==> config.mk <==
export PLATFORM = sky130hd
export DESIGN_NAME = gpio_chg_top
export DESIGN_NICKNAME = d
export VERILOG_FILES = /design/src/rtl/gpio_chg_pkg.sv /design/src/rtl/gpio_chg_ctrl.sv /design/src/rtl/gpio_chg_dp.sv /design/src/rtl/gpio_chg_top.sv
export SDC_FILE = /design/constraint.sdc
export NUM_CORES = 1
export LEC_CHECK = 0
export BUFFER_PORTS_ARGS = -buffer_cell sky130_fd_sc_hd__buf_2
export CORE_MARGIN = 2
export CORE_UTILIZATION = 40
export CTS_CLUSTER_DIAMETER = 200
export CTS_CLUSTER_SIZE = 28
export DETAILED_ROUTE_END_ITERATION = 16
export GPL_ROUTABILITY_DRIVEN = 0
export PLACE_DENSITY_LB_ADDON = 0.08
export SYNTH_ARGS = -nofsm -noshare
export SYNTH_HDL_FRONTEND = slang
export SYNTH_HIERARCHICAL = 1
export SYNTH_SLANG_ARGS = --single-unit
==> constraint.sdc <==
create_clock -name clk -period 2.7 [get_ports clk]
set_input_delay 0.54 -clock clk [delete_from_list [all_inputs] [get_ports clk]]
set_output_delay 0.54 -clock clk [all_outputs]
set_load 0.05 [all_outputs]
==> src/rtl/gpio_chg_pkg.sv <==
package gpio_chg_pkg;
  localparam logic [7:0] OFS_DIR  = 8'h00;
  localparam logic [7:0] OFS_DATA = 8'h04;
  localparam logic [7:0] OFS_EN   = 8'h08;
  localparam logic [7:0] OFS_CHG  = 8'h0C;
  localparam logic [7:0] OFS_MASK = 8'h10;
  localparam logic [7:0] OFS_TYPE = 8'h14;

  typedef enum logic [2:0] {
    SEL_NONE, SEL_DIR, SEL_DATA, SEL_EN, SEL_CHG, SEL_MASK, SEL_TYPE
  } regSel_e;

  typedef struct packed {
    logic    wrDir;
    logic    wrData;
    logic    wrEn;
    logic    wrAck;
    logic    wrMask;
    regSel_e rdSel;
  } strobes_t;
endpackage

==> src/rtl/gpio_chg_ctrl.sv <==
module gpio_chg_ctrl
  import gpio_chg_pkg::*;
#(
  parameter int ADDR_W = 5
) (
  input  logic              clk,
  input  logic              rstN,
  input  logic [ADDR_W-1:0] busAddr,
  input  logic              busWrEn,
  output strobes_t          strb
);
  regSel_e sel;

  always_comb begin
    sel = SEL_NONE;
    if      (busAddr == ADDR_W'(OFS_DIR))  sel = SEL_DIR;
    else if (busAddr == ADDR_W'(OFS_DATA)) sel = SEL_DATA;
    else if (busAddr == ADDR_W'(OFS_EN))   sel = SEL_EN;
    else if (busAddr == ADDR_W'(OFS_CHG))  sel = SEL_CHG;
    else if (busAddr == ADDR_W'(OFS_MASK)) sel = SEL_MASK;
    else if (busAddr == ADDR_W'(OFS_TYPE)) sel = SEL_TYPE;
  end

  always_comb begin
    strb.rdSel  = sel;
    strb.wrDir  = busWrEn && (sel == SEL_DIR);
    strb.wrData = busWrEn && (sel == SEL_DATA);
    strb.wrEn   = busWrEn && (sel == SEL_EN);
    strb.wrAck  = busWrEn && (sel == SEL_CHG);
    strb.wrMask = busWrEn && (sel == SEL_MASK);
  end

  // at most one register is written per cycle
  a_r2_single_strobe: assert property (@(posedge clk) disable iff (!rstN)
    $onehot0({strb.wrDir, strb.wrData, strb.wrEn, strb.wrAck, strb.wrMask}));
endmodule

==> src/rtl/gpio_chg_dp.sv <==
module gpio_chg_dp
  import gpio_chg_pkg::*;
#(
  parameter int LINES = 32
) (
  input  logic             clk,
  input  logic             rstN,
  input  strobes_t         strb,
  input  logic [31:0]      busWrData,
  input  logic [LINES-1:0] pinIn,
  output logic [31:0]      busRdData,
  output logic [LINES-1:0] pinOut,
  output logic [LINES-1:0] pinOutEn,
  output logic             irqOut
);
  localparam logic [LINES-1:0] ALL_ONES = {LINES{1'b1}};

  logic [LINES-1:0] wd;
  logic [LINES-1:0] dirReg, outReg, enReg, chgReg, maskReg;
  logic [LINES-1:0] syncA, syncB, prevIn;
  logic [LINES-1:0] edgeVec, ackVec, lineLvl;

  assign wd      = busWrData[LINES-1:0];
  assign edgeVec = syncB ^ prevIn;
  assign ackVec  = strb.wrAck ? wd : '0;

  always_ff @(posedge clk) begin
    if (!rstN) begin
      dirReg  <= '0;
      outReg  <= '0;
      enReg   <= '0;
      chgReg  <= '0;
      maskReg <= ALL_ONES;
      syncA   <= '0;
      syncB   <= '0;
      prevIn  <= '0;
    end else begin
      syncA  <= pinIn;
      syncB  <= syncA;
      prevIn <= syncB;
      if (strb.wrDir)  dirReg  <= wd;
      if (strb.wrData) outReg  <= (outReg & ~maskReg) | (wd & maskReg);
      if (strb.wrEn)   enReg   <= wd;
      if (strb.wrMask) maskReg <= wd;
      chgReg <= (chgReg & ~ackVec) | edgeVec;
    end
  end

  for (genvar i = 0; i < LINES; i++) begin : g_lvl
    assign lineLvl[i] = dirReg[i] ? outReg[i] : syncB[i];
  end

  always_comb begin
    case (strb.rdSel)
      SEL_DIR:  busRdData = 32'(dirReg);
      SEL_DATA: busRdData = 32'(lineLvl);
      SEL_EN:   busRdData = 32'(enReg);
      SEL_CHG:  busRdData = 32'(chgReg);
      SEL_MASK: busRdData = 32'(maskReg);
      SEL_TYPE: busRdData = 32'(ALL_ONES);
      default:  busRdData = '0;
    endcase
  end

  assign pinOut   = outReg;
  assign pinOutEn = dirReg;
  assign irqOut   = |(chgReg & enReg);

  // a detected transition always leaves its change bit set
  a_r7_edge_sets_bit: assert property (@(posedge clk) disable iff (!rstN)
    (edgeVec != '0) |=> ((chgReg & $past(edgeVec)) == $past(edgeVec)));

  // acknowledged bits without a coincident edge are cleared
  a_r6_ack_clears: assert property (@(posedge clk) disable iff (!rstN)
    strb.wrAck |=> ((chgReg & $past(wd & ~edgeVec)) == '0));

  // output bits outside the write mask hold across a data write
  a_r3_mask_holds: assert property (@(posedge clk) disable iff (!rstN)
    strb.wrData |=> (((outReg ^ $past(outReg)) & ~$past(maskReg)) == '0));
endmodule

==> src/rtl/gpio_chg_top.sv <==
module gpio_chg_top
  import gpio_chg_pkg::*;
#(
  parameter int LINES  = 32,
  parameter int ADDR_W = 5
) (
  input  logic              clk,
  input  logic              rstN,
  input  logic [ADDR_W-1:0] busAddr,
  input  logic              busWrEn,
  input  logic [31:0]       busWrData,
  output logic [31:0]       busRdData,
  input  logic [LINES-1:0]  pinIn,
  output logic [LINES-1:0]  pinOut,
  output logic [LINES-1:0]  pinOutEn,
  output logic              irqOut
);
  strobes_t strb;

  gpio_chg_ctrl #(.ADDR_W(ADDR_W)) u_ctrl (
    .clk(clk), .rstN(rstN), .busAddr(busAddr), .busWrEn(busWrEn), .strb(strb)
  );

  gpio_chg_dp #(.LINES(LINES)) u_dp (
    .clk(clk), .rstN(rstN), .strb(strb), .busWrData(busWrData), .pinIn(pinIn),
    .busRdData(busRdData), .pinOut(pinOut), .pinOutEn(pinOutEn), .irqOut(irqOut)
  );

  // clearing every enable removes the interrupt on the next edge
  a_r8_disable_drops_irq: assert property (@(posedge clk) disable iff (!rstN)
    (busWrEn && busAddr == ADDR_W'(OFS_EN) && busWrData[LINES-1:0] == '0) |=> !irqOut);

  // no output drive in the cycle after reset
  a_r1_reset_idle: assert property (@(posedge clk)
    !rstN |=> (pinOutEn == '0 && pinOut == '0 && !irqOut));

  if (LINES < 32) begin : g_upper
    // unimplemented bits always read zero
    a_r10_upper_zero: assert property (@(posedge clk) disable iff (!rstN)
      busRdData[31:LINES] == '0);
  end
endmodule

==> results by group, run 1 <==
Outcome
  • Run status: complete, but fails checks
  • Failing checks: setup timing

Final layout
  • Most frequent cells in the layout: 256 x dfxtp_1, 160 x nand2_1, 131 x buf_2
  • Ant diodes: 0
  • Fraction of layout cells with a size suffix above 1: 0.2349
  • Most common cell after layout, fill and taps aside: dfxtp_1
  • Final Util: 0.5043
  • Fin area: 13,480 um^2
  • Fin nets: 1,410
  • Syn-to-layout area delta: 24.53%

CTS
  • TritonCTS Buffers: 13
  • Clk slew on worst S/H paths: 110 ps
  • Max Buffers Root-to-Sink: 3
  • Clock root buffer: clkbuf_16
  • CTS tree: done
  • Clk_lat worst skew: 480 ps
  • Clock sink count: 256
  • H-tree levels: 1

Worst setup path
  • Arrival time worst endpoint: 2440 ps
  • Crit path capture type: output pin
  • CP Class: input port to output pin
  • Critical path required time: 2160 ps
  • Critical path startpoint category: input port
  • CP max FO: 7

Place
  • Placed cell area: 12,380 um^2
  • DPL Wire Length: 20,820 um
  • Number of port buffers: 168

Global route
  • Largest net degree at the start of global routing: 105
  • Initial antenna violation count: 3
  • Global route total overflow: 0
  • Vias in the first global route: 8,071
  • Gr usage total: 0.2172
  • Global-route wire length before repair: 48,310 um

Yosys
  • XOR/XNOR Fraction of Synth Area: 0.02590
  • Post-Synthesis Cells: 1,178
  • Synth Area in Adders: 0
  • Netlist Area Pre-Place: 10,820 um^2
  • Synth Area in Simple Gates: 0.2089
  • Syn Area/Cell: 9.186 um^2
  • Post-synth ARST share: 0
  • Post-synthesis mux area share: 0.1156
  • Synth top area cells: dfxtp_1 47%, mux2i_1 12%, nor2b_1 5.7%
  • Synthesized flop and latch total: 256
  • Compound-Gate Fraction of Synth Area: 0.1324
  • Post-synth EDFFs: 0
  • Share of the synthesized area in the top cell type: 0.4736
  • Mapped Nets: 1,250
  • Top_reg_cell synth: dfxtp_1
  • Yosys cell types: 37
  • YS warnings: 6
  • Area leader, netlist: dfxtp_1
  • Register area share after synthesis: 0.4736
  • Main combinational cell family by area after synthesis: simple AND/OR/NAND/NOR gates

STA
  • Final Setup Violations: 32
  • Worst Skew: 33.91 ps
  • Slew HR: 0.7122
  • Setup TNS: -8179 ps
  • Final Hold Fails: 0
  • Fin crit share: 1.103
  • RSZ-0062 raised after global routing: true
  • Worst path setup slack after routing: -277.3 ps
  • Fin crit period: 2977 ps
  • Fmax: 335.9 MHz
  • Slew @ Worst Pin: 431.7 ps
  • Final Max Tran Viols: 0

Drt
  • WL per Instance: 18.71 um
  • Initial detailed-routing violation count: 509
  • Vias per inst: 5.080
  • Post-route ant nets: 0
  • Remaining DRCs: 0
  • Drt total wl: 31,390 um
  • Via count: 8,524
  • First-pass iteration count of the detailed router: 5

Die
  • Core area: 26,730 um^2
  • Starting Density: 0.4049
  • Die Ht: 168.5 um
  • Die width: 168.5 um
  • Number of core rows: 60
  • IO Pins: 169
  • DIE AREA: 28,390 um^2

Power
  • Worst VDD drop: 0.5083 mV
  • Lkg Pwr: 5.245 nW
  • Pwr/cell area: 508.2 nW/um^2

Job
  • Max_cap viols: 0

Worst hold path
  • Worst min path class: input port to register
-- what timing repair did --
action,in CTS,in global routing
pin swaps,40,27
buffers inserted,10,1
cloned,4,0
gates resized for setup,143,38
endpoints found under the hold margin,0,0
hold buffers,0,0
setup endpoints to repair,33,33
-- final cells by class --
| class | count | area, um^2 |
|---|---|---|
| clock buffers | 13 | 325.3 |
| flip-flops and latches | 256 | 5125 |
| clock inverters | 1 | 30.03 |
| well taps | 341 | 426.7 |
| multi-input cells | 813 | 5587 |
| fillers | 2593 | 13250 |
| repair buffers | 220 | 1856 |
| inverters | 34 | 127.6 |
-- power breakdown --
group,internal [mW],switching (mW)
registers,3.88,0.0881
clock network,0.897,1.24
logic,0.334,0.411
-- critical path, cell delays in order --
cell and delay [ps]:
buf_6 90, or3b_4 390, a211oi_4 230, buf_6 160
buf_6 110, nor2b_4 180, buf_6 160, buf_6 140
a21o_1 120, a221o_2 170, buf_8 140
-- cells in the mapped netlist, types with 4 or more instances --
library cell,instances
dfxtp_1,256
nand2_1,160
mux2i_1,125
nor2b_1,98
and2_1,96
a21oi_1,65
clkbuf_1,55
inv_1,34
o21ai_0,33
a21boi_0,32
nand3_1,32
nor2_1,32
xor2_1,32
a221o_1,31
a21o_1,30
buf_2,17
a22oi_1,16
nand2b_1,4
nand4_1,4
-- final timing paths --
path	start	to	slack, ps	cells after the start
max	busAddr[2]	busRdData[12]	-280	11
min	pinIn[10]	u_dp/syncA[10]$_SDFF_PN0_	250	2
max reg2reg	u_dp/syncB[9]$_SDFF_PN0_	u_dp/chgReg[9]$_SDFF_PN0_	1880	3
min reg2reg	u_dp/syncA[12]$_SDFF_PN0_	u_dp/syncB[12]$_SDFF_PN0_	430	1
-- routing by layer --
layer | global-route usage | wire length [um] | vias up
met4 | 0.04385 | 555 | 6
met5 | 0 | 34 | -
met2 | 0.3546 | 14270 | 163
met1 | 0.3100 | 15460 | 4056
met3 | 0.02782 | 1074 | 36
li1 | - | - | 4263
-- cell families (layout without fill, tap and decap cells) --
kind of cell           Yosys count  after routing
flip-flops                     256            256
buffers and inverters          112            268
AO/OA/AOI/OAI                  213            213
XOR/XNOR                        32             32
AND/OR/NAND/NOR                440            443
multiplexers                   125            125
-- per-stage QoR --
step           setup slack (ps)  total power [mW]  std cells  hold WS [ps]
5_1_grt                  -338.7             7.129       1678         242.2
4_1_cts                  -322.0             6.913       1678         228.1
3_3_place_gp             -400.0             4.698       1651         414.5
6_report                 -277.3             6.849       1678         254.7
2_1_floorplan            -79.67             4.428       1178         411.9
3_5_place_dp             -434.0             4.701       1651         416.9
Note: power is estimated with default switching activity, not from simulation.
==> run 2: changes to the inputs <==
--- a/config.mk
+++ b/config.mk
@@ -15,5 +15,4 @@
 export PLACE_DENSITY_LB_ADDON = 0.08
 export SYNTH_ARGS = -nofsm -noshare
 export SYNTH_HDL_FRONTEND = slang
-export SYNTH_HIERARCHICAL = 1
 export SYNTH_SLANG_ARGS = --single-unit
==> run 2 against run 1 <==
  * The run now ends clean
  * Register-to-register slack lost 170 ps
  * Total power grew 2.6%
  * Non-clock buffer count grew 3
  * Count of clock-buffer cells in the layout is the same
  * Fmax grew 11%
  * Worst setup slack gained 310 ps
  * Cell count shrank 0.24%
  * Sequential share of layout area grew 0.37 points
  * Critical path type unchanged
==> results by group, run 2 <==
Final layout
  • Syn-to-layout area delta: 21.60% (was 24.53%)
  • Fin nets: 1,405 (was 1,410)
  • Ant diodes: 0 (unchanged)
  • Most common cell after layout, fill and taps aside: dfxtp_1 (unchanged)
  • Most frequent cells in the layout: 256 x dfxtp_1, 134 x buf_2, 128 x a21oi_1 (was 256 x dfxtp_1, 160 x nand2_1, 131 x buf_2)
  • Final Util: 0.4953 (was 0.5043)
  • Finished Layout Cells: 1,674 (was 1,678)
  • Fraction of layout cells with a size suffix above 1: 0.2371 (was 0.2349)
  • FILL cells: 2,554 (was 2,593)

Drt
  • Via count: 10,100 (was 8,524)
  • Drt total wl: 39,270 um (was 31,390 um)
  • Vias per inst: 6.032 (was 5.080)
  • WL per Instance: 23.46 um (was 18.71 um)
  • Initial detailed-routing violation count: 917 (was 509)
  • First-pass iteration count of the detailed router: 5 (unchanged)
  • Remaining DRCs: 0 (unchanged)
  • Post-route ant nets: 0 (unchanged)

CTS
  • Clk_lat worst skew: 500 ps (was 480 ps)
  • H-tree levels: 1 (unchanged)
  • Post-CTS setup buffer count: 0 (was 10)
  • Clock sink count: 256 (unchanged)
  • Clock root buffer: clkbuf_16 (unchanged)
  • Hold_buf cts: 0 (unchanged)
  • Clk slew on worst S/H paths: 110 ps (about the same)
  • CTS tree: done (unchanged)
  • TritonCTS Buffers: 13 (unchanged)
  • Max Buffers Root-to-Sink: 3 (unchanged)

Outcome
  • Run status: finished, final reports clean (was complete, but fails checks)

Yosys
  • Top post-synthesis cells by count: 256 x dfxtp_1, 128 x a21oi_1, 107 x clkbuf_1 (was 256 x dfxtp_1, 160 x nand2_1, 125 x mux2i_1, 98 x nor2b_1, 96 x and2_1)
  • Mapped Nets: 1,291 (was 1,250)
  • Synth top area cells: dfxtp_1 47%, a21oi_1 5.8%, and2_1 5.5% (was dfxtp_1 47%, mux2i_1 12%, nor2b_1 5.7%)
  • Post-synth EDFFs: 0 (unchanged)
  • Synth Area in Adders: 0 (unchanged)
  • Register area share after synthesis: 0.4669 (was 0.4736)
  • Share of the synthesized area in the top cell type: 0.4669 (was 0.4736)
  • Post-synth ARST share: 0 (unchanged)
  • Post-Synthesis Cells: 1,219 (was 1,178)
  • Yosys cell types: 33 (was 37)
  • Post-synthesis mux area share: 0.03283 (was 0.1156)
  • YS warnings: 0 (was 6)
  • Main combinational cell family by area after synthesis: compound AO/OA/AOI/OAI gates (was simple AND/OR/NAND/NOR gates)
  • XOR/XNOR Fraction of Synth Area: 0.02553 (was 0.02590)
  • Compound-Gate Fraction of Synth Area: 0.2304 (was 0.1324)
  • Netlist Area Pre-Place: 10,980 um^2 (was 10,820 um^2)
  • Area leader, netlist: dfxtp_1 (unchanged)
  • Syn Area/Cell: 9.005 um^2 (was 9.186 um^2)
  • Most common cell in the synthesized netlist: dfxtp_1 (unchanged)
  • Top_reg_cell synth: dfxtp_1 (unchanged)
  • Synth Area in Simple Gates: 0.1848 (was 0.2089)
  • Synthesized flop and latch total: 256 (unchanged)

Worst setup path
  • CP Class: input port to output pin (unchanged)
  • Arrival time worst endpoint: 2130 ps (was 2440 ps)
  • Critical path required time: 2160 ps (about the same)
  • CP delay by family, top: simple AND/OR/NAND/NOR gates (was buffers and inverters)
  • Slowest cell on crit path: or4b_4 (was or3b_4)
  • Crit path capture type: output pin (unchanged)
  • Buf+Inv Stages, Crit Path: 3 (was 6)
  • Slowest stage delay, CP: 540 ps (was 390 ps)
  • Cell Chain, Critical Path: buf_2, or4b_4, or2_4, buf_12, o2111ai_4, buf_6 (was buf_6, or3b_4, a211oi_4, buf_6, buf_6, nor2b_4, buf_6, buf_6, a21o_1, a221o_2, buf_8)
  • CP max FO: 14 (was 7)
  • Critical path startpoint category: input port (unchanged)

Power
  • Worst VDD drop: 0.3454 mV (was 0.5083 mV)
  • Power, Total: 7.025 mW (was 6.849 mW)
  • Lkg Pwr: 5.181 nW (was 5.245 nW)
  • Pwr/cell area: 526.3 nW/um^2 (was 508.2 nW/um^2)

STA
  • Fmax: 374.3 MHz (was 335.9 MHz)
  • Worst Skew: 29.22 ps (was 33.91 ps)
  • Fin crit share: 0.9895 (was 1.103)
  • Worst path setup slack after routing: 28.33 ps (was -277.3 ps)
  • Slew @ Worst Pin: 820.1 ps (was 431.7 ps)
  • Fin crit period: 2672 ps (was 2977 ps)
  • Final Hold Fails: 0 (unchanged)
  • Final Max Tran Viols: 0 (unchanged)
  • Final Setup Violations: 0 (was 32)
  • RSZ-0062 raised after global routing: true (unchanged)
  • Worst hold margin: 229.0 ps (was 254.7 ps)
  • Slew HR: 0.4533 (was 0.7122)

Global route
  • Largest net degree at the start of global routing: 129 (was 105)
  • Gr usage total: 0.2666 (was 0.2172)
  • Vias in the first global route: 9,382 (was 8,071)
  • Initial antenna violation count: 0 (was 3)
  • Global route total overflow: 0 (unchanged)
  • Global-route wire length before repair: 59,680 um (was 48,310 um)

Die
  • Die Ht: 169.7 um (was 168.5 um)
  • DIE AREA: 28,780 um^2 (was 28,390 um^2)
  • Core area: 26,950 um^2 (was 26,730 um^2)
  • Number of core rows: 60 (unchanged)
  • IO Pins: 169 (unchanged)
  • Starting Density: 0.4073 (was 0.4049)
  • Die width: 169.7 um (was 168.5 um)

Place
  • Number of port buffers: 168 (unchanged)
  • DPL Wire Length: 26,130 um (was 20,820 um)
  • Cell count after placement: 1,659 (was 1,651)
  • DP Worst Slack: -42.73 ps (was -434.0 ps)

Job
  • Max_cap viols: 0 (unchanged)

Worst hold path
  • Worst min path class: input port to register (unchanged)
## run 2: changes by cell type after synthesis, moves of 52 or more
cell / before / now
mux2i_1: 125 / 0
a21oi_1: 65 / 128
clkbuf_1: 55 / 107
o21ai_0: 33 / 96
o31ai_1: 0 / 64
nand3_1: 32 / 96
nand2_1: 160 / 32
nor2b_1: 98 / 2
## run 2: cell families after synthesis
logic type,after synthesis
AO/OA/AOI/OAI,400
multiplexers,32
XOR/XNOR,32
buffers and inverters,158
AND/OR/NAND/NOR,341
flip-flops,256
## run 2: final cells by class
cell class	count	area, um^2	area share
timing repair buffer	223	1590	0.1191
clock inverter	2	38.79	0.002906
clock buffer	13	325.3	0.02437
sequential	256	5125	0.3840
tap	341	426.7	0.03196
multi-input combinational	805	5712	0.4279
inverter	34	130.1	0.009749
## run 2: metal layers
layer,global-route usage,wire length [um],vias to the layer above
li1,-,-,4680
met1,0.3938,18370,4950
met2,0.3959,16940,419
met3,0.05644,3141,49
met4,0.06169,820,0
met5,0,0,-
## run 2: repair_timing
action,CTS,global route
pin swaps,0,1
endpoints found under the hold margin,0,0
setup endpoints to repair,32,30
resized for setup,32,23
## run 2: power by group
group | internal (mW) | leakage [nW] | switching (mW) | total, mW
Combinational | 0.293 | 2.92 | 0.554 | 0.847
Sequential | 3.89 | 2.09 | 0.0891 | 3.97
Clock | 0.907 | 0.176 | 1.30 | 2.20
Total | 5.08 | 5.18 | 1.94 | 7.03
## run 2: final timing paths
path | from | end | slack, ps | cells past startpoint
max | busAddr[1] | busRdData[26] | 30 | 6
min | pinIn[6] | u_dp.syncA[6]$_SDFF_PN0_ | 230 | 2
max reg2reg | u_dp.maskReg[26]$_SDFFE_PN1P_ | register | 1710 | 3
min reg2reg | u_dp.syncA[4]$_SDFF_PN0_ | u_dp.syncB[4]$_SDFF_PN0_ | 440 | 1
## run 2: through the flow
step           setup TNS (ps)  instance area [um^2]
6_report                    0                 13350
5_1_grt                -25.81                 13350
4_1_cts                     0                 13260
3_5_place_dp           -598.6                 12820
3_3_place_gp                0                 12820
2_1_floorplan           -1100                 11430
